## config.mk

```make
export PLATFORM = sky130hd
export DESIGN_NAME = lnk_chain_engine
export DESIGN_NICKNAME = d
export VERILOG_FILES = /design/src/rtl/lce_pkg.sv /design/src/rtl/lce_fsm.sv /design/src/rtl/lce_addr_unit.sv /design/src/rtl/lce_desc_capture.sv /design/src/rtl/lnk_chain_engine.sv
export SDC_FILE = /design/constraint.sdc
export NUM_CORES = 1
export LEC_CHECK = 0
export BUFFER_PORTS_ARGS = -buffer_cell sky130_fd_sc_hd__buf_2
export CORE_ASPECT_RATIO = 1.25
export CORE_MARGIN = 10
export CORE_UTILIZATION = 40
export CTS_CLUSTER_SIZE = 10
export DETAILED_ROUTE_END_ITERATION = 12
export GPL_TIMING_DRIVEN = 0
export PLACE_DENSITY = 0.74
export SLEW_MARGIN = 0
export SYNTH_ARGS = -nofsm -noshare
export SYNTH_HDL_FRONTEND = slang
export SYNTH_SLANG_ARGS = --single-unit
```

## constraint.sdc

```tcl
create_clock -name clk -period 2.42 [get_ports clk]
set_input_delay 0.484 -clock clk [delete_from_list [all_inputs] [get_ports clk]]
set_output_delay 0.484 -clock clk [all_outputs]
set_load 0.02 [all_outputs]
```

## src/rtl/lce_pkg.sv

```systemverilog
`timescale 1ns/1ps
package lce_pkg;
    localparam int DESC_WORDS = 8;
    localparam int IDX_W      = $clog2(DESC_WORDS);

    // word positions inside one descriptor
    localparam int W_HDR = 0;
    localparam int W_SRC = 1;
    localparam int W_DST = 2;
    localparam int W_CNT = 3;
    localparam int W_CFG = 4;
    localparam int W_NXT = 7;

    typedef enum logic [2:0] {
        ST_IDLE   = 3'd0,
        ST_FETCH  = 3'd1,
        ST_LAUNCH = 3'd2,
        ST_MOVE   = 3'd3,
        ST_WBACK  = 3'd4,
        ST_NEXT   = 3'd5
    } lce_state_e;
endpackage

```

## src/rtl/lce_fsm.sv

```systemverilog
`timescale 1ns/1ps
module lce_fsm
    import lce_pkg::*;
(
    input  logic             clk,
    input  logic             rst_n,
    input  logic             go,
    input  logic             abort,
    input  logic             rsp_valid,
    input  logic             rsp_err,
    input  logic             hdr_valid,
    input  logic [IDX_W-1:0] word_idx,
    input  logic             mv_done,
    input  logic             wr_ack,
    output lce_state_e       state_q
);
    localparam logic [IDX_W-1:0] LAST_IDX = IDX_W'(DESC_WORDS - 1);

    lce_state_e state_d;

    always_comb begin
        state_d = state_q;
        unique case (state_q)
            ST_IDLE: begin
                if (go) state_d = ST_FETCH;
            end
            ST_FETCH: begin
                if (rsp_valid) begin
                    if (abort || rsp_err)
                        state_d = ST_IDLE;
                    else if ((word_idx == '0) && !hdr_valid)
                        state_d = ST_IDLE;
                    else if (word_idx == LAST_IDX)
                        state_d = ST_LAUNCH;
                end
            end
            ST_LAUNCH: state_d = abort ? ST_IDLE : ST_MOVE;
            ST_MOVE: begin
                if (mv_done) state_d = abort ? ST_IDLE : ST_WBACK;
            end
            ST_WBACK: begin
                if (wr_ack) state_d = abort ? ST_IDLE : ST_NEXT;
            end
            ST_NEXT: state_d = abort ? ST_IDLE : ST_FETCH;
            default: state_d = ST_IDLE;
        endcase
    end

    always_ff @(posedge clk or negedge rst_n) begin
        if (!rst_n) state_q <= ST_IDLE;
        else        state_q <= state_d;
    end
endmodule

```

## src/rtl/lce_addr_unit.sv

```systemverilog
`timescale 1ns/1ps
module lce_addr_unit
    import lce_pkg::*;
#(
    parameter int WORD_W = 32
) (
    input  logic              clk,
    input  logic              rst_n,
    input  logic              load_start,
    input  logic [WORD_W-1:0] start_addr,
    input  logic              load_next,
    input  logic [WORD_W-1:0] next_addr,
    input  logic              step,
    output logic [WORD_W-1:0] base_q,
    output logic [IDX_W-1:0]  idx_q,
    output logic [WORD_W-1:0] word_addr
);
    localparam int BYTE_SH = $clog2(WORD_W / 8);

    always_ff @(posedge clk or negedge rst_n) begin
        if (!rst_n) begin
            base_q <= '0;
            idx_q  <= '0;
        end else if (load_start) begin
            base_q <= start_addr;
            idx_q  <= '0;
        end else if (load_next) begin
            base_q <= next_addr;
            idx_q  <= '0;
        end else if (step) begin
            idx_q  <= idx_q + IDX_W'(1);
        end
    end

    assign word_addr = base_q + (WORD_W'(idx_q) << BYTE_SH);
endmodule

```

## src/rtl/lce_desc_capture.sv

```systemverilog
`timescale 1ns/1ps
module lce_desc_capture
    import lce_pkg::*;
#(
    parameter int WORD_W = 32
) (
    input  logic              clk,
    input  logic              rst_n,
    input  logic              cap_en,
    input  logic [IDX_W-1:0]  cap_idx,
    input  logic [WORD_W-1:0] cap_data,
    output logic [WORD_W-1:0] src_o,
    output logic [WORD_W-1:0] dst_o,
    output logic [WORD_W-1:0] cnt_o,
    output logic [WORD_W-1:0] cfg_o,
    output logic [WORD_W-1:0] nxt_o
);
    localparam int N_KEEP = 5;

    function automatic int keep_word(input int k);
        case (k)
            0:       return W_SRC;
            1:       return W_DST;
            2:       return W_CNT;
            3:       return W_CFG;
            default: return W_NXT;
        endcase
    endfunction

    for (genvar k = 0; k < N_KEEP; k++) begin : g_word
        localparam int WPOS = keep_word(k);
        logic [WORD_W-1:0] q;
        always_ff @(posedge clk or negedge rst_n) begin
            if (!rst_n)
                q <= '0;
            else if (cap_en && (cap_idx == IDX_W'(WPOS)))
                q <= cap_data;
        end
    end

    assign src_o = g_word[0].q;
    assign dst_o = g_word[1].q;
    assign cnt_o = g_word[2].q;
    assign cfg_o = g_word[3].q;
    assign nxt_o = g_word[4].q;
endmodule

```

## src/rtl/lnk_chain_engine.sv

```systemverilog
`timescale 1ns/1ps
module lnk_chain_engine
    import lce_pkg::*;
#(
    parameter int WORD_W       = 32,
    parameter int VALID_BIT    = 0,
    parameter int END_MASK_BIT = 24
) (
    input  logic              clk,
    input  logic              rst_n,
    input  logic              ch_enable,
    input  logic              soft_reset,
    input  logic [WORD_W-1:0] link_addr,
    output logic              rd_req,
    output logic [WORD_W-1:0] rd_addr,
    input  logic              rd_rvalid,
    input  logic [WORD_W-1:0] rd_rdata,
    input  logic              rd_rerr,
    output logic              wr_req,
    output logic [WORD_W-1:0] wr_addr,
    output logic [WORD_W-1:0] wr_data,
    input  logic              wr_ack,
    output logic              mv_start,
    output logic [WORD_W-1:0] mv_src,
    output logic [WORD_W-1:0] mv_dst,
    output logic [WORD_W-1:0] mv_len,
    output logic [WORD_W-1:0] mv_cfg,
    input  logic              mv_done,
    output logic              busy,
    output logic              end_evt,
    output logic              err_flag
);
    lce_state_e        state_q;
    logic              go, abort, abort_pend, step, load_next;
    logic [WORD_W-1:0] base_q, word_addr, nxt_w;
    logic [IDX_W-1:0]  idx_q;
    logic              start_q, end_q, err_q;

    assign go        = ch_enable && !soft_reset && (state_q == ST_IDLE);
    assign abort     = soft_reset || abort_pend;
    assign step      = (state_q == ST_FETCH) && rd_rvalid;
    assign load_next = (state_q == ST_NEXT);

    lce_fsm u_fsm (
        .clk       (clk),
        .rst_n     (rst_n),
        .go        (go),
        .abort     (abort),
        .rsp_valid (step),
        .rsp_err   (rd_rerr),
        .hdr_valid (rd_rdata[VALID_BIT]),
        .word_idx  (idx_q),
        .mv_done   (mv_done),
        .wr_ack    (wr_ack),
        .state_q   (state_q)
    );

    lce_addr_unit #(.WORD_W(WORD_W)) u_addr (
        .clk        (clk),
        .rst_n      (rst_n),
        .load_start (go),
        .start_addr (link_addr),
        .load_next  (load_next),
        .next_addr  (nxt_w),
        .step       (step),
        .base_q     (base_q),
        .idx_q      (idx_q),
        .word_addr  (word_addr)
    );

    lce_desc_capture #(.WORD_W(WORD_W)) u_cap (
        .clk      (clk),
        .rst_n    (rst_n),
        .cap_en   (step),
        .cap_idx  (idx_q),
        .cap_data (rd_rdata),
        .src_o    (mv_src),
        .dst_o    (mv_dst),
        .cnt_o    (mv_len),
        .cfg_o    (mv_cfg),
        .nxt_o    (nxt_w)
    );

    // pending abort: latched while active, dropped once idle
    always_ff @(posedge clk or negedge rst_n) begin
        if (!rst_n)                  abort_pend <= 1'b0;
        else if (state_q == ST_IDLE) abort_pend <= 1'b0;
        else if (soft_reset)         abort_pend <= 1'b1;
    end

    // registered outputs
    always_ff @(posedge clk or negedge rst_n) begin
        if (!rst_n) begin
            start_q <= 1'b0;
            end_q   <= 1'b0;
            err_q   <= 1'b0;
        end else begin
            start_q <= (state_q == ST_LAUNCH) && !abort;
            end_q   <= (state_q == ST_WBACK) && wr_ack && !abort
                       && !mv_cfg[END_MASK_BIT];
            if (go)                  err_q <= 1'b0;
            else if (step && rd_rerr) err_q <= 1'b1;
        end
    end

    assign rd_req   = (state_q == ST_FETCH);
    assign rd_addr  = word_addr;
    assign wr_req   = (state_q == ST_WBACK);
    assign wr_addr  = base_q;
    assign wr_data  = '0;
    assign mv_start = start_q;
    assign end_evt  = end_q;
    assign err_flag = err_q;
    assign busy     = (state_q != ST_IDLE);
endmodule

```

==> results summary, run 1 <==
The floorplan has a little over 60 rows. The clock share of power is 18.5%. The logic gate share of total power is a little under half.

The count of max-cap constraint violations came out at 0. The final period utilization is 119.3%. The least setup slack across all paths after layout came out at -467.0 ps. Summing the areas of all compound-gate instances in the mapped netlist gives between 4 and 5% of the synthesized area. Net switching is 40.55% of the power. The placed standard-cell area came out at 10,830 µm². The count of cells along the worst register-to-register path came out at 6. The overall routed net length came out at approximately 28 mm. Once detail routing completed, the nets flagged for antenna violations numbered 0. The start point of the worst min-delay path is link_addr[7].

The total internal power came out at around 10 mW. The placed wire-length estimate after detailed placement came out at 20.39 mm. The first global-routing pass estimated roughly 42 mm of wire. The number of levels in the clock H-tree is 1. The setup slack on the worst flop-to-flop path is 330 ps. The endpoint type of the worst setup path is a primary output. Setup repair after global routing could not meet its margin everywhere.

In the final layout, the share of cells above drive strength 1 is a little under three fifths. The area enclosed by the die boundary is roughly 29,000 µm². The aggregate global-route resource usage came out at between 10% and 20%. The number of flops mapped to enable cells by yosys is 0.

The number of unique standard cell types used by synthesis came out at 52. The final hold violation count is 0. The number of setup violations in the final report came out at 25.

The largest fanout of any net on the critical path came out at 3. The maximum buffer depth of the clock tree came out at 3. The worst hold margin is between 150 and 200 ps. Dividing the detail-routed via count by the number of cells gives around 5. The overall die width is about 150 µm. The critical path is of the register to primary output type. The worst hold path belongs to the class input pin to register. TritonCTS built the clock tree.

In the routed design, unresolved DRC markers number 0. The aggregate global routing overflow came out at 0. The routed design could run at a clock period as short as 2887 ps. At the end of routability-driven placement, the weighted congestion stood at between 0.8 and 0.9.

The clock insertion delay at the later pin of the skew report came out at about 500 ps. The synthesized-area fraction occupied by xor and xnor cells came out at roughly 2.8%. The relative area change from synthesis to final layout is 33.63%. The slew at the pin with the worst max-slew slack is between 600 and 700 ps. The core region is 22,130 µm². The initial antenna violation count came out at 6. The root buffer cell chosen for the clock tree is sky130_fd_sc_hd__clkbuf_16.

The largest vdd supply drop is between 0.8 and 0.9 mV. The sort of element at the start of the critical path is a register. The average size of a mapped cell is around 13 µm². In this run the power spent charging and discharging nets is a little under 7 mW.

The boundary pin count came out at between 300 and 400. The total number of nets in the final design is around 1,100. The average wire per cell in the routed design came out at between 20 and 25 µm. After Yosys synthesis, full adders, half adders and majority gates account for under 10% of the synthesized area. After synthesis, the largest family of logic cells by area is multiplexers.

The peak clock frequency supported by timing is ~350 MHz. The clock-pin slew on the worst setup and hold paths came out at about 50 ps. The hold-critical path endpoint is u_addr.base_q[7].

The worst hold path stage count is 3. The relative max-transition margin came out at between 50% and 60%. The most instantiated flip-flop cell in the synthesis netlist is sky130_fd_sc_hd__dfrtp_1. The initial standard-cell utilization of the core is 40.36%. The Yosys step of the flow raised 0 warnings. In this run the critical register-to-register path is launched from u_addr.idx_q[0].

The part of the Yosys area used for sequential elements is a little under three fifths. The flow ran to the end, but the final reports show violations. The total power consumption of the routed design is roughly 17 mW.

The arrival time reported for the critical path endpoint is 2400 ps. The share of async-settable or async-resettable flops after synthesis is 100.0%. The routed layout has roughly 6,600 vias. The starting DRC count in detailed routing came out at 246. After technology mapping, the gate count stands at roughly 680. In this run the tool buffered the top-level ports with between 200 and 300 buffer cells. In this run the critical register-to-register path is captured at u_cap.nxt_o[15]. The cell area that synthesis handed to floorplanning was just under 9000 µm².

The final reports fail on negative setup slack. The post-route standard cell area excluding fillers came out at approximately 12,000 µm². The number of buffers created by CTS came out at 24.

The synthesis-stage register bit count came out at between 200 and 250. CTS saw slightly above 200 sinks. The first-pass iteration count of the detailed router came out at 5.

The reported leakage power came out at around 6 nW. In this run the worst setup path begins at u_addr.base_q[2]. The synthesized netlist devotes approximately 8.4% of its cell area to simple gates. The endpoint required time on the critical path came out at between 1500 and 2000 ps. The die height came out at 187.1 µm. The final-report max-slew violation count came out at 0. The part of the power in registers is around 36%. The multiplexer share of the synthesized area came out at between 20% and 30%. The worst setup skew after layout is 18.67 ps.

The maximum number of pins on one net before global-route repair is 122. The via count of the first global-routing pass is roughly 7,200. The power density of the placed cells came out at 1406 nW/µm².
==> through the flow <==
stage,worst slack [ps],setup TNS [ps],cells,utilization (%)
6_report,-467.0,-8633,1314,53.93
5_1_grt,-602.9,-11240,1313,53.92
4_1_cts,-519.1,-10450,1307,53.49
3_5_place_dp,-371.8,-5181,1262,48.93
3_3_place_gp,-2879,-511860,1261,48.76
2_1_floorplan,2.636,0,709,-
==> layout by cell type (no fill, tap or decap), types with 4 or more instances in the layout <==
cell / instances
sky130_fd_sc_hd__buf_2: 258
sky130_fd_sc_hd__dfrtp_1: 197
sky130_fd_sc_hd__mux2_2: 156
sky130_fd_sc_hd__nand2_1: 71
sky130_fd_sc_hd__buf_4: 66
sky130_fd_sc_hd__a22oi_1: 33
sky130_fd_sc_hd__conb_1: 32
sky130_fd_sc_hd__clkbuf_16: 25
sky130_fd_sc_hd__buf_6: 20
sky130_fd_sc_hd__xnor2_1: 14
sky130_fd_sc_hd__nand4_1: 10
sky130_fd_sc_hd__xnor2_2: 10
sky130_fd_sc_hd__clkbuf_1: 9
sky130_fd_sc_hd__inv_1: 8
sky130_fd_sc_hd__nor2_1: 8
sky130_fd_sc_hd__ha_1: 7
sky130_fd_sc_hd__nand3_2: 6
sky130_fd_sc_hd__nand3_1: 5
sky130_fd_sc_hd__and3_1: 5
sky130_fd_sc_hd__mux2_1: 5
sky130_fd_sc_hd__dfrtp_2: 5
sky130_fd_sc_hd__diode_2: 4
sky130_fd_sc_hd__and4_1: 4
==> logic make-up (layout without fill, tap and decap cells) <==
family,Yosys count,count (layout)
flip-flops,202,202
multiplexers,161,161
AND/OR/NAND/NOR,146,146
buffers and inverters,78,396
AO/OA/AOI/OAI,51,51
XOR/XNOR,29,29
adder cells (fa/ha/maj),10,10
other,1,36
==> critical path, cell delays in order (launching register included) <==
cell                       delay (ps)
sky130_fd_sc_hd__dfrtp_2          380
sky130_fd_sc_hd__ha_4             150
sky130_fd_sc_hd__inv_2             40
sky130_fd_sc_hd__fa_2             360
sky130_fd_sc_hd__nor2b_4          150
sky130_fd_sc_hd__o211ai_1         230
sky130_fd_sc_hd__nor3_2           280
sky130_fd_sc_hd__xor2_1           160
sky130_fd_sc_hd__buf_4            160
==> state kept, by name (all words and copies together), names as in the netlist, 3 cells and up <==
| register | count |
|---|---|
| u_addr.base_q | 32 |
| u_addr.idx_q | 3 |
| u_cap.cfg_o | 32 |
| u_cap.cnt_o | 32 |
| u_cap.dst_o | 32 |
| u_cap.nxt_o | 32 |
| u_cap.src_o | 32 |
| u_fsm.state_q | 3 |
==> routing by layer <==
layer  vias to the layer above  part of all wire, %  GRT usage [%]
met1                      3243                   37          19.30
met4                         2                  2.9          6.550
met2                       246                   52          33.60
met5                         -                0.047              0
li1                       3012                    -              -
met3                        50                  8.1          5.659
==> cell type report <==
type / instances / area, µm²
Antenna cell: 4 / 10.01
Tap cell: 283 / 354.1
Inverter: 10 / 37.54
Multi-Input combinational cell: 429 / 3701
Clock buffer: 31 / 648.1
Fill cell: 1955 / 10200
Timing Repair Buffer: 286 / 1624
Sequential cell: 202 / 5061
Buffer: 68 / 495.5
Clock inverter: 1 / 5.005
==> Yosys cell counts, drive strengths merged (2+ instances only) <==
master | instances | area, µm²
clkbuf | 4 | 16.26
nand3 | 12 | 60.06
xor2 | 5 | 43.79
nor2 | 10 | 37.54
ha | 9 | 112.6
and3 | 8 | 55.05
xnor2 | 24 | 210.2
a31oi | 2 | 27.53
nand2 | 76 | 300.3
nand4 | 10 | 62.56
nor3 | 4 | 20.02
nor2b | 3 | 18.77
and4bb | 2 | 25.02
nand3b | 2 | 15.01
mux2 | 161 | 1813
a21oi | 3 | 15.01
and4 | 4 | 35.03
inv | 10 | 37.54
nor4b | 2 | 17.52
a22oi | 33 | 247.7
and2 | 4 | 27.53
a211oi | 2 | 15.01
dfrtp | 202 | 5055
o211ai | 3 | 22.52
or2 | 2 | 12.51
buf | 64 | 473.0
nand2b | 2 | 12.51
or3b | 2 | 17.52
==> power groups by stage <==
stage               Sequential (mW)  Clock [mW]  Combinational [mW]
detailed placement             6.06           0                7.13
floorplan                      7.48           0                2.90
global route                   6.27        3.32                8.16
global placement               5.98           0                7.02
CTS                            6.03        3.20                7.59
finish                         6.06        3.10                7.61
==> worst max-delay path by stage <==
stage	slack [ps]	cells past startpoint	endpoint
after global placement	-2880	1	u_addr.base_q[2]
after global routing	-600	8	rd_addr[22]
after floorplan	3	7	rd_addr[22]
after CTS	-520	8	rd_addr[12]
final	-470	8	rd_addr[22]
after detailed placement	-370	8	rd_addr[30]
==> timing repair <==
| action | in CTS | in global routing |
|---|---|---|
| gates cloned | 1 | 0 |
| setup buffers | 11 | 3 |
| pin swaps | 20 | 18 |
| hold buffers | 1 | 0 |
| hold endpoints to repair | 30 | 0 |
| endpoints found under the setup margin | 29 | 27 |
| resized for setup | 65 | 16 |
Power figures use the tool's default switching activity.
==> inputs of run 2 (changes only) <==
- ABC_AREA: unset -> 1
==> run 2 against run 1 <==
Effect of this change: the run ends with negative hold slack, negative setup slack left; total power is 0.19% lower; flip-flop and latch count stayed put; synthesized cell count increased by 53%; via count rose by 26%; sequential power barely moved; first-iteration DRC count grew 120%; clock power is essentially flat; global-route usage up 1.6 points; non-clock buffer count up 12; die area hardly changed; clock skew is 9.4 ps lower; largest power group unchanged.
==> results summary, run 2 <==
The placed wire-length estimate after detailed placement came out at about 23 mm. The count of clock tree sinks came out at 202. The aggregate global-route resource usage came out at between 10% and 20%.

The adder and majority gate portion of the synthesized area came out at approximately 1.5%. After detailed routing, the total wire length is around 30 mm. The initial antenna violation count is 4.

The total of buffers placed on input and output ports came out at about 270. The number of placed cells counting well taps is ~1,600. By area the synthesized netlist is led by sky130_fd_sc_hd__dfrtp_1 57%, sky130_fd_sc_hd__nand2_1 16%, sky130_fd_sc_hd__o21ai_1 5.7%, sky130_fd_sc_hd__o21ai_0 3.6%, sky130_fd_sc_hd__inv_1 2.9%. The final reports fail on negative hold slack, negative setup slack.

The delay of the slowest cell on the worst path is around 410 ps. By count the netlist is led by 372 x sky130_fd_sc_hd__nand2_1, 202 x sky130_fd_sc_hd__dfrtp_1, 101 x sky130_fd_sc_hd__o21ai_1, 70 x sky130_fd_sc_hd__inv_1, 64 x sky130_fd_sc_hd__o21ai_0. After synthesis, the share of flip-flops with an asynchronous set or reset is 100.0%. The number of setup violations in the final report came out at 25. In the layout the commonest cells are 355 x sky130_fd_sc_hd__nand2_1, 272 x sky130_fd_sc_hd__buf_2, 194 x sky130_fd_sc_hd__dfrtp_1. The number of flops mapped to enable cells by yosys came out at 0. The area of the core region came out at about 22,000 µm².

The vias after detailed routing is just over 8,000. The largest vdd supply drop is roughly 0.94 mV. Dividing the detail-routed wire length by the instance count gives around 18 µm. The power density of the placed cells is between 1000 and 1500 nW/µm². In the routed layout, each cell is associated on average with a via count of 4.912. For the pin with the worst max-slew slack, the measured transition is 747.9 ps. The overall die width is ~150 µm.

The endpoint type of the worst setup path is a primary output. The number of core rows is around 60. Clock-pin slew was measured on the worst setup and hold paths at 60 ps. TritonCTS built the clock tree. Yosys printed 0 warnings. The final-report max-slew violation count is 0. Setup slack on the worst reg-to-reg path comes out at slightly below 400 ps. Synthesis produced between 1,000 and 1,500 cells. In the finished design, the share of the clock period the worst path needs comes to 116.7%. The proportion of layout cells with a drive suffix above 1 came out at roughly a third. The reported leakage power came out at between 6 and 7 nW. Hold timing on the final database bottoms out at a slack of -6.687 ps. The relative area change from synthesis to final layout came out at 35.19%. The largest individual stage delay along the critical path comes from the cell sky130_fd_sc_hd__dfrtp_1. The total number of nets in the final design came out at around 1,500. The area enclosed by the die boundary is roughly 29,000 µm². The endpoint required time on the critical path is a little under 2000 ps.

Entering global routing, the biggest net connects approximately 110 pins. At the end of the flow the core is filled with cells to 54.59%. The worst setup slack before clock tree synthesis came out at -222.0 ps. Data arrives at the worst endpoint at 2340 ps.

The aggregate global routing overflow came out at 0. The accumulated negative setup slack is -6465 ps. The relative max-transition margin is 50.14%. After filler insertion, the fill cell instance count of the layout stands at between 2,000 and 2,500. The post-route minimum period came out at roughly 2800 ps. The most common cell in the netlist is sky130_fd_sc_hd__nand2_1. The die height is between 150 and 200 µm. The flow ran to the end, but the final reports show violations. The reg-to-reg startpoint is u_addr.idx_q[0].

The first global-routing pass estimated between 40 and 50 mm of wire. The critical path goes through ha_4 -> inv_2 -> fa_2 -> inv_1 -> nand2_1 -> nand2_2 -> nand2_4 -> nor2_4 -> buf_6 -> nand2_2 -> nand2_1 -> nand2_1 -> buf_6. The synthesized design contains 202 register bits.

The routability congestion estimate is 0.8916. The boundary pin count came out at a little over 300. Clock tree synthesis selected as its root buffer the cell sky130_fd_sc_hd__clkbuf_16. The synthesized design spends more area on one cell type than any other, namely sky130_fd_sc_hd__dfrtp_1.

For this run, the detailed router's first-pass iteration total came to 5. The largest fanout of any net on the critical path came out at 8. The average size of a mapped cell is ~8.6 µm². The type of the worst setup path is register to primary output.

The worst min-delay path class is input pin to asynchronous set/reset pin. The synthesized-area fraction occupied by xor and xnor cells is 1.274%. The clock insertion delay at the later pin of the skew report is 500 ps. The final non-filler cell total is between 1,500 and 2,000. The synthesized cell area is 8937 µm².

The synthesized design devotes to its leading area cell type ~57% of total area. The maximum buffer depth of the clock tree came out at 3. The initial standard-cell utilization of the core came out at around two fifths. The most numerous cell type found on the critical path is sky130_fd_sc_hd__nand2_1. The simple-gate share of the synthesized area is between 20% and 30%. In this run the remaining antenna-violating nets after routing total 0. Leaving out fill and tap cells, the most frequent cell in the layout is sky130_fd_sc_hd__nand2_1. Counting cells, the worst reg-to-reg path comes to 8. CTS built an H-tree with a depth of 1. The worst setup skew after layout came out at slightly above 9 ps. The starting DRC count in detailed routing is ~550. The final hold violation count came out at 6.

The peak clock frequency supported by timing is approximately 350 MHz. The largest family of logic cells by synthesized area is simple AND/OR/NAND/NOR gates. The remaining routing DRC violations came out at 0. The reg-to-reg critical path endpoint is u_cap.cnt_o[5].

The number of unique standard cell types used by synthesis came out at 27. The number of buffers created by CTS is 24. The via count of the first global-routing pass came out at 8,313.

Setup repair after global routing could not meet its margin everywhere. The least setup slack across all paths after layout came out at -404.2 ps. Across the run, the number of max-cap violations was 0.

The multiplexer share of the synthesized area came out at 0%. The worst setup path is launched from a register. The synthesized netlist devotes roughly a tenth of its cell area to compound gates. The part of the Yosys area used for sequential elements is 56.56%.

Among all flip-flop cells after synthesis, the most frequent one is sky130_fd_sc_hd__dfrtp_1.
[run 2: cell type report]
cell class / instances / area (µm²) / share of cell area, %
Multi-Input combinational cell: 722 / 3576 / 29.60
Antenna cell: 4 / 10.01 / 0.08284
Timing Repair Buffer: 293 / 1720 / 14.24
Sequential cell: 202 / 5065 / 41.92
Buffer: 73 / 437.9 / 3.624
Inverter: 71 / 269.0 / 2.226
Clock inverter: 1 / 7.507 / 0.06213
Clock buffer: 27 / 643.1 / 5.323
Tap cell: 283 / 354.1 / 2.931
[run 2: metrics by stage]
stage | area (µm²) | power (mW)
3_5_place_dp | 10820 | 12.85
5_1_grt | 12080 | 17.80
2_1_floorplan | 9084 | 10.05
3_3_place_gp | 10780 | 12.68
4_1_cts | 11950 | 16.68
6_report | 12080 | 16.75
[run 2: metal layers]
| layer | GRT usage, % | part of all wire (%) | vias up |
|---|---|---|---|
| met1 | 23.44 | 39 | 3895 |
| met3 | 4.417 | 7.1 | 67 |
| met5 | 0 | 0 | - |
| li1 | - | - | 3932 |
| met4 | 8.552 | 3.8 | 0 |
| met2 | 34.28 | 50 | 338 |
[run 2: timing repair]
item	4_1_cts	5_1_grt
endpoints found under the setup margin	28	27
pin swaps	23	21
hold buffers	0	0
gates resized for setup	96	23
setup buffers	18	6
cloned	0	0
[run 2: how the worst max path moves through the flow]
stage	end	startpoint	slack [ps]	depth (start not counted)
2_1_floorplan	rd_addr[18]	u_addr.base_q[2]	-10	9
3_3_place_gp	u_addr.base_q[30]	rst_n	-2410	1
3_5_place_dp	rd_addr[28]	u_addr.idx_q[0]	-220	11
4_1_cts	rd_addr[30]	u_addr.idx_q[0]	-360	13
5_1_grt	rd_addr[30]	u_addr.idx_q[0]	-500	13
6_report	rd_addr[30]	u_addr.idx_q[0]	-400	13
[run 2: critical path: cells and delay by family (launching register included)]
kind	cells	cell delay (ps)
AND/OR/NAND/NOR	7	560
buffers and inverters	4	380
flip-flops	1	410
adder cells (fa/ha/maj)	2	500
[run 2: where the power goes]
group	total (mW)	internal, mW	leakage [nW]	switching, mW
clock	3.11	1.84	0.317	1.27
sequential	6.07	4.87	2.61	1.20
combinational	7.56	2.80	3.61	4.77
[run 2: kinds of logic (layout without fill, tap and decap cells)]
| logic type | count (synthesis) | in the layout |
|---|---|---|
| and+or+nand+nor | 499 | 499 |
| DFF | 202 | 202 |
| AOI/OAI and AO/OA | 168 | 168 |
| buffers and inverters | 144 | 465 |
| xor gates and xnor gates | 13 | 13 |
| adders and majority gates | 10 | 10 |
| other | 1 | 36 |
==> inputs of run 3 (changes only) <==
--- a/config.mk
+++ b/config.mk
@@ -9,5 +9,5 @@
 export BUFFER_PORTS_ARGS = -buffer_cell sky130_fd_sc_hd__buf_2
 export CORE_ASPECT_RATIO = 1.25
-export CORE_MARGIN = 10
+export CORE_MARGIN = 2
 export CORE_UTILIZATION = 40
 export CTS_CLUSTER_SIZE = 10
==> constraint.sdc (replaced) <==
create_clock -name clk -period 2.42 [get_ports clk]
set_input_delay 0.242 -clock clk [delete_from_list [all_inputs] [get_ports clk]]
set_output_delay 0.242 -clock clk [all_outputs]
set_load 0.02 [all_outputs]
==> run 3 against run 2 <==
Effect of this change: the flow finishes with violations (negative setup slack); cell count increased by 1.0%; clock power about the same; sequential share of layout area about the same; critical path type unchanged; worst hold slack gained 21 ps; total power decreased by 3.1%; core utilization increased by 0.13 points; clock-buffer cell count down 1; critical endpoint unchanged; worst setup slack better by 290 ps; die area down 18%.
==> results summary, run 3 (synthesized netlist as in run 2, its figures left out) <==
The routability congestion estimate came out at between 0.8 and 0.9. TritonCTS built the clock tree. The largest vdd supply drop is 0.7082 mV. The relative area change from synthesis to final layout is 35.05%. The worst min-delay path class is input pin to register. The largest fanout of any net on the critical path is 8. The final-report max-slew violation count is 0.

Clock tree synthesis found a total of between 200 and 250 sinks. For the pin with the worst max-slew slack, the measured transition is 706.4 ps. The total area inside the core boundary comes to around 22,000 µm².

The aggregate global routing overflow is 0. Tracing the worst setup path back leads to its startpoint at u_addr.idx_q[0]. Summed over all layers, the routed wires come to ~28 mm. The final hold violation count came to 0. The flow ran to the end, but the final reports show violations.

The final core area utilization is between 50 and 60%. The number of setup violations in the final report came out at 9. The total power consumption of the routed design is 16.23 mW. Leaving out fill and tap cells, the most frequent cells in the layout are 359 x sky130_fd_sc_hd__nand2_1, 282 x sky130_fd_sc_hd__buf_2, 199 x sky130_fd_sc_hd__dfrtp_1. The initial antenna violation count is 2.

The maximum number of pins on one net before global-route repair is 110. The die height came out at 171.1 µm. The worst register-to-register path begins at u_addr.idx_q[1]. The number of placed cells counting well taps came out at about 1,600.

The vias after detailed routing is 8,275. The reported leakage power came out at 6.549 nW. After the last flow step, the layout net total stands at around 1,500. The remaining routing DRC violations came out at 0.

The clock-pin slew on the worst setup and hold paths came out at about 50 ps. The post-route netlist has between 20% and 30% of its cells at a drive strength greater than 1. In the finished design, the share of the clock period the worst path needs comes to 104.8%. The commonest non-fill, non-tap cell in the layout is sky130_fd_sc_hd__nand2_1. The aggregate global-route resource usage came out at between 20% and 30%. On the final layout, the worst clock skew is slightly above 7 ps. Clock tree synthesis inserted a total of 24 buffers. The global-route wire length before repair came out at between 40 and 50 mm. Input and output buffers added on the ports amount to 269.

The critical path is of the register to primary output type. The worst setup path is captured at a primary output. The sort of element at the start of the critical path is a register. CTS built an H-tree with a depth of 1. The worst hold path begins at mv_done. The maximum buffer depth of the clock tree is 3. The checks that failed: negative setup slack.

The arrival time reported for the critical path endpoint came out at ~2300 ps. The post-route minimum period came out at 2537 ps. The overall die width is about 140 µm.

The floorplan has 61 rows. The first-pass iteration count of the detailed router is 5. The area enclosed by the die boundary is 23,560 µm². The via count of the first global-routing pass is 8,221. The relative max-transition margin is between 50% and 60%. Power spread over the standard cell area amounts to between 1000 and 1500 nW/µm². The starting DRC count in detailed routing is around 630.

The detailed-route vias per instance came out at roughly 4.9. Setup repair after global routing could not meet its margin everywhere. The initial standard-cell utilization of the core came out at 40.52%. The wire-length estimate of the detail-placed layout is about 21 mm. Data on the critical path is required at its endpoint by 2180 ps. The number of nets with antenna violations after detailed routing is 0.

Dividing the detail-routed wire length by the instance count gives 16.61 µm. Pin placement for this block handled slightly above 300 I/O pins. The later pin in the worst-skew pair is clocked with a latency of ~500 ps. After the flow finishes, the layout carries non-filler instances totaling about 1,700.

The count of max-cap constraint violations is 0. The least setup slack across all paths after layout is -116.6 ps. The clock tree root buffer cell is sky130_fd_sc_hd__clkbuf_16. The accumulated negative setup slack is -559.1 ps.

The peak clock frequency supported by timing is a little under 400 MHz.
-- run 3: final cells by class --
class                   count  area (µm²)
diodes                      2       5.005
plain buffers              73       437.9
clock buffers              26       629.4
clock inverters             1       8.758
fillers                  1971        9987
inverters                  71       269.0
multi-input cells         722        3440
flip-flops and latches    202        5059
well taps                 283       354.1
repair buffers            313        1868
-- run 3: report_power, final --
| group | switching [mW] | internal, mW | total, mW |
|---|---|---|---|
| sequential | 1.20 | 4.86 | 6.06 |
| combinational | 4.56 | 2.52 | 7.08 |
| clock | 1.28 | 1.81 | 3.09 |
-- run 3: critical path: stages (launching register included) --
cell	delay (ps)
sky130_fd_sc_hd__dfrtp_1	400
sky130_fd_sc_hd__ha_4	160
sky130_fd_sc_hd__inv_2	30
sky130_fd_sc_hd__fa_2	350
sky130_fd_sc_hd__inv_2	60
sky130_fd_sc_hd__nand2_2	50
sky130_fd_sc_hd__nand2_4	80
sky130_fd_sc_hd__nand2_4	70
sky130_fd_sc_hd__nor2_4	150
sky130_fd_sc_hd__buf_12	140
sky130_fd_sc_hd__nand2_2	50
sky130_fd_sc_hd__nand2_1	60
sky130_fd_sc_hd__nand2_1	70
sky130_fd_sc_hd__buf_6	130
-- run 3: timing repair --
item / CTS / global route
hold buffers: 31 / 0
hold endpoints to repair: 123 / 0
buffers inserted: 8 / 4
gates resized for setup: 31 / 33
gates cloned: 0 / 0
pin swaps: 6 / 9
endpoints found under the setup margin: 22 / 25
-- run 3: worst paths after layout --
kind | end | slack [ps] | depth (start not counted)
worst max-delay path | rd_addr[30] | -120 | 13
min in group asynchronous | u_cap.src_o[8] | 330 | 2
worst max register to register | u_cap.cnt_o[22] | 500 | 7
max in group asynchronous | u_cap.nxt_o[28] | 1090 | 3
worst min-delay path | u_fsm.state_q[1] | 10 | 4
worst min register to register | u_cap.cnt_o[7] | 480 | 2
-- run 3: through the flow --
step	hold slack [ps]	cell area, µm²	worst slack [ps]
detailed placement	302.4	10790	-139.4
CTS	4.264	11930	-115.0
global route	20.62	12070	-219.8
finish	14.18	12070	-116.6
floorplan	-53.59	9054	123.1
global placement	461.5	10750	-2159
-- run 3: layer usage --
layer,GRT usage (%),vias to the layer above,wire [µm]
met3,3.733,76,1789
met4,10.65,0,1205
met1,29.46,3882,11180
met5,0,-,0
met2,40.41,350,13940
li1,-,3967,-
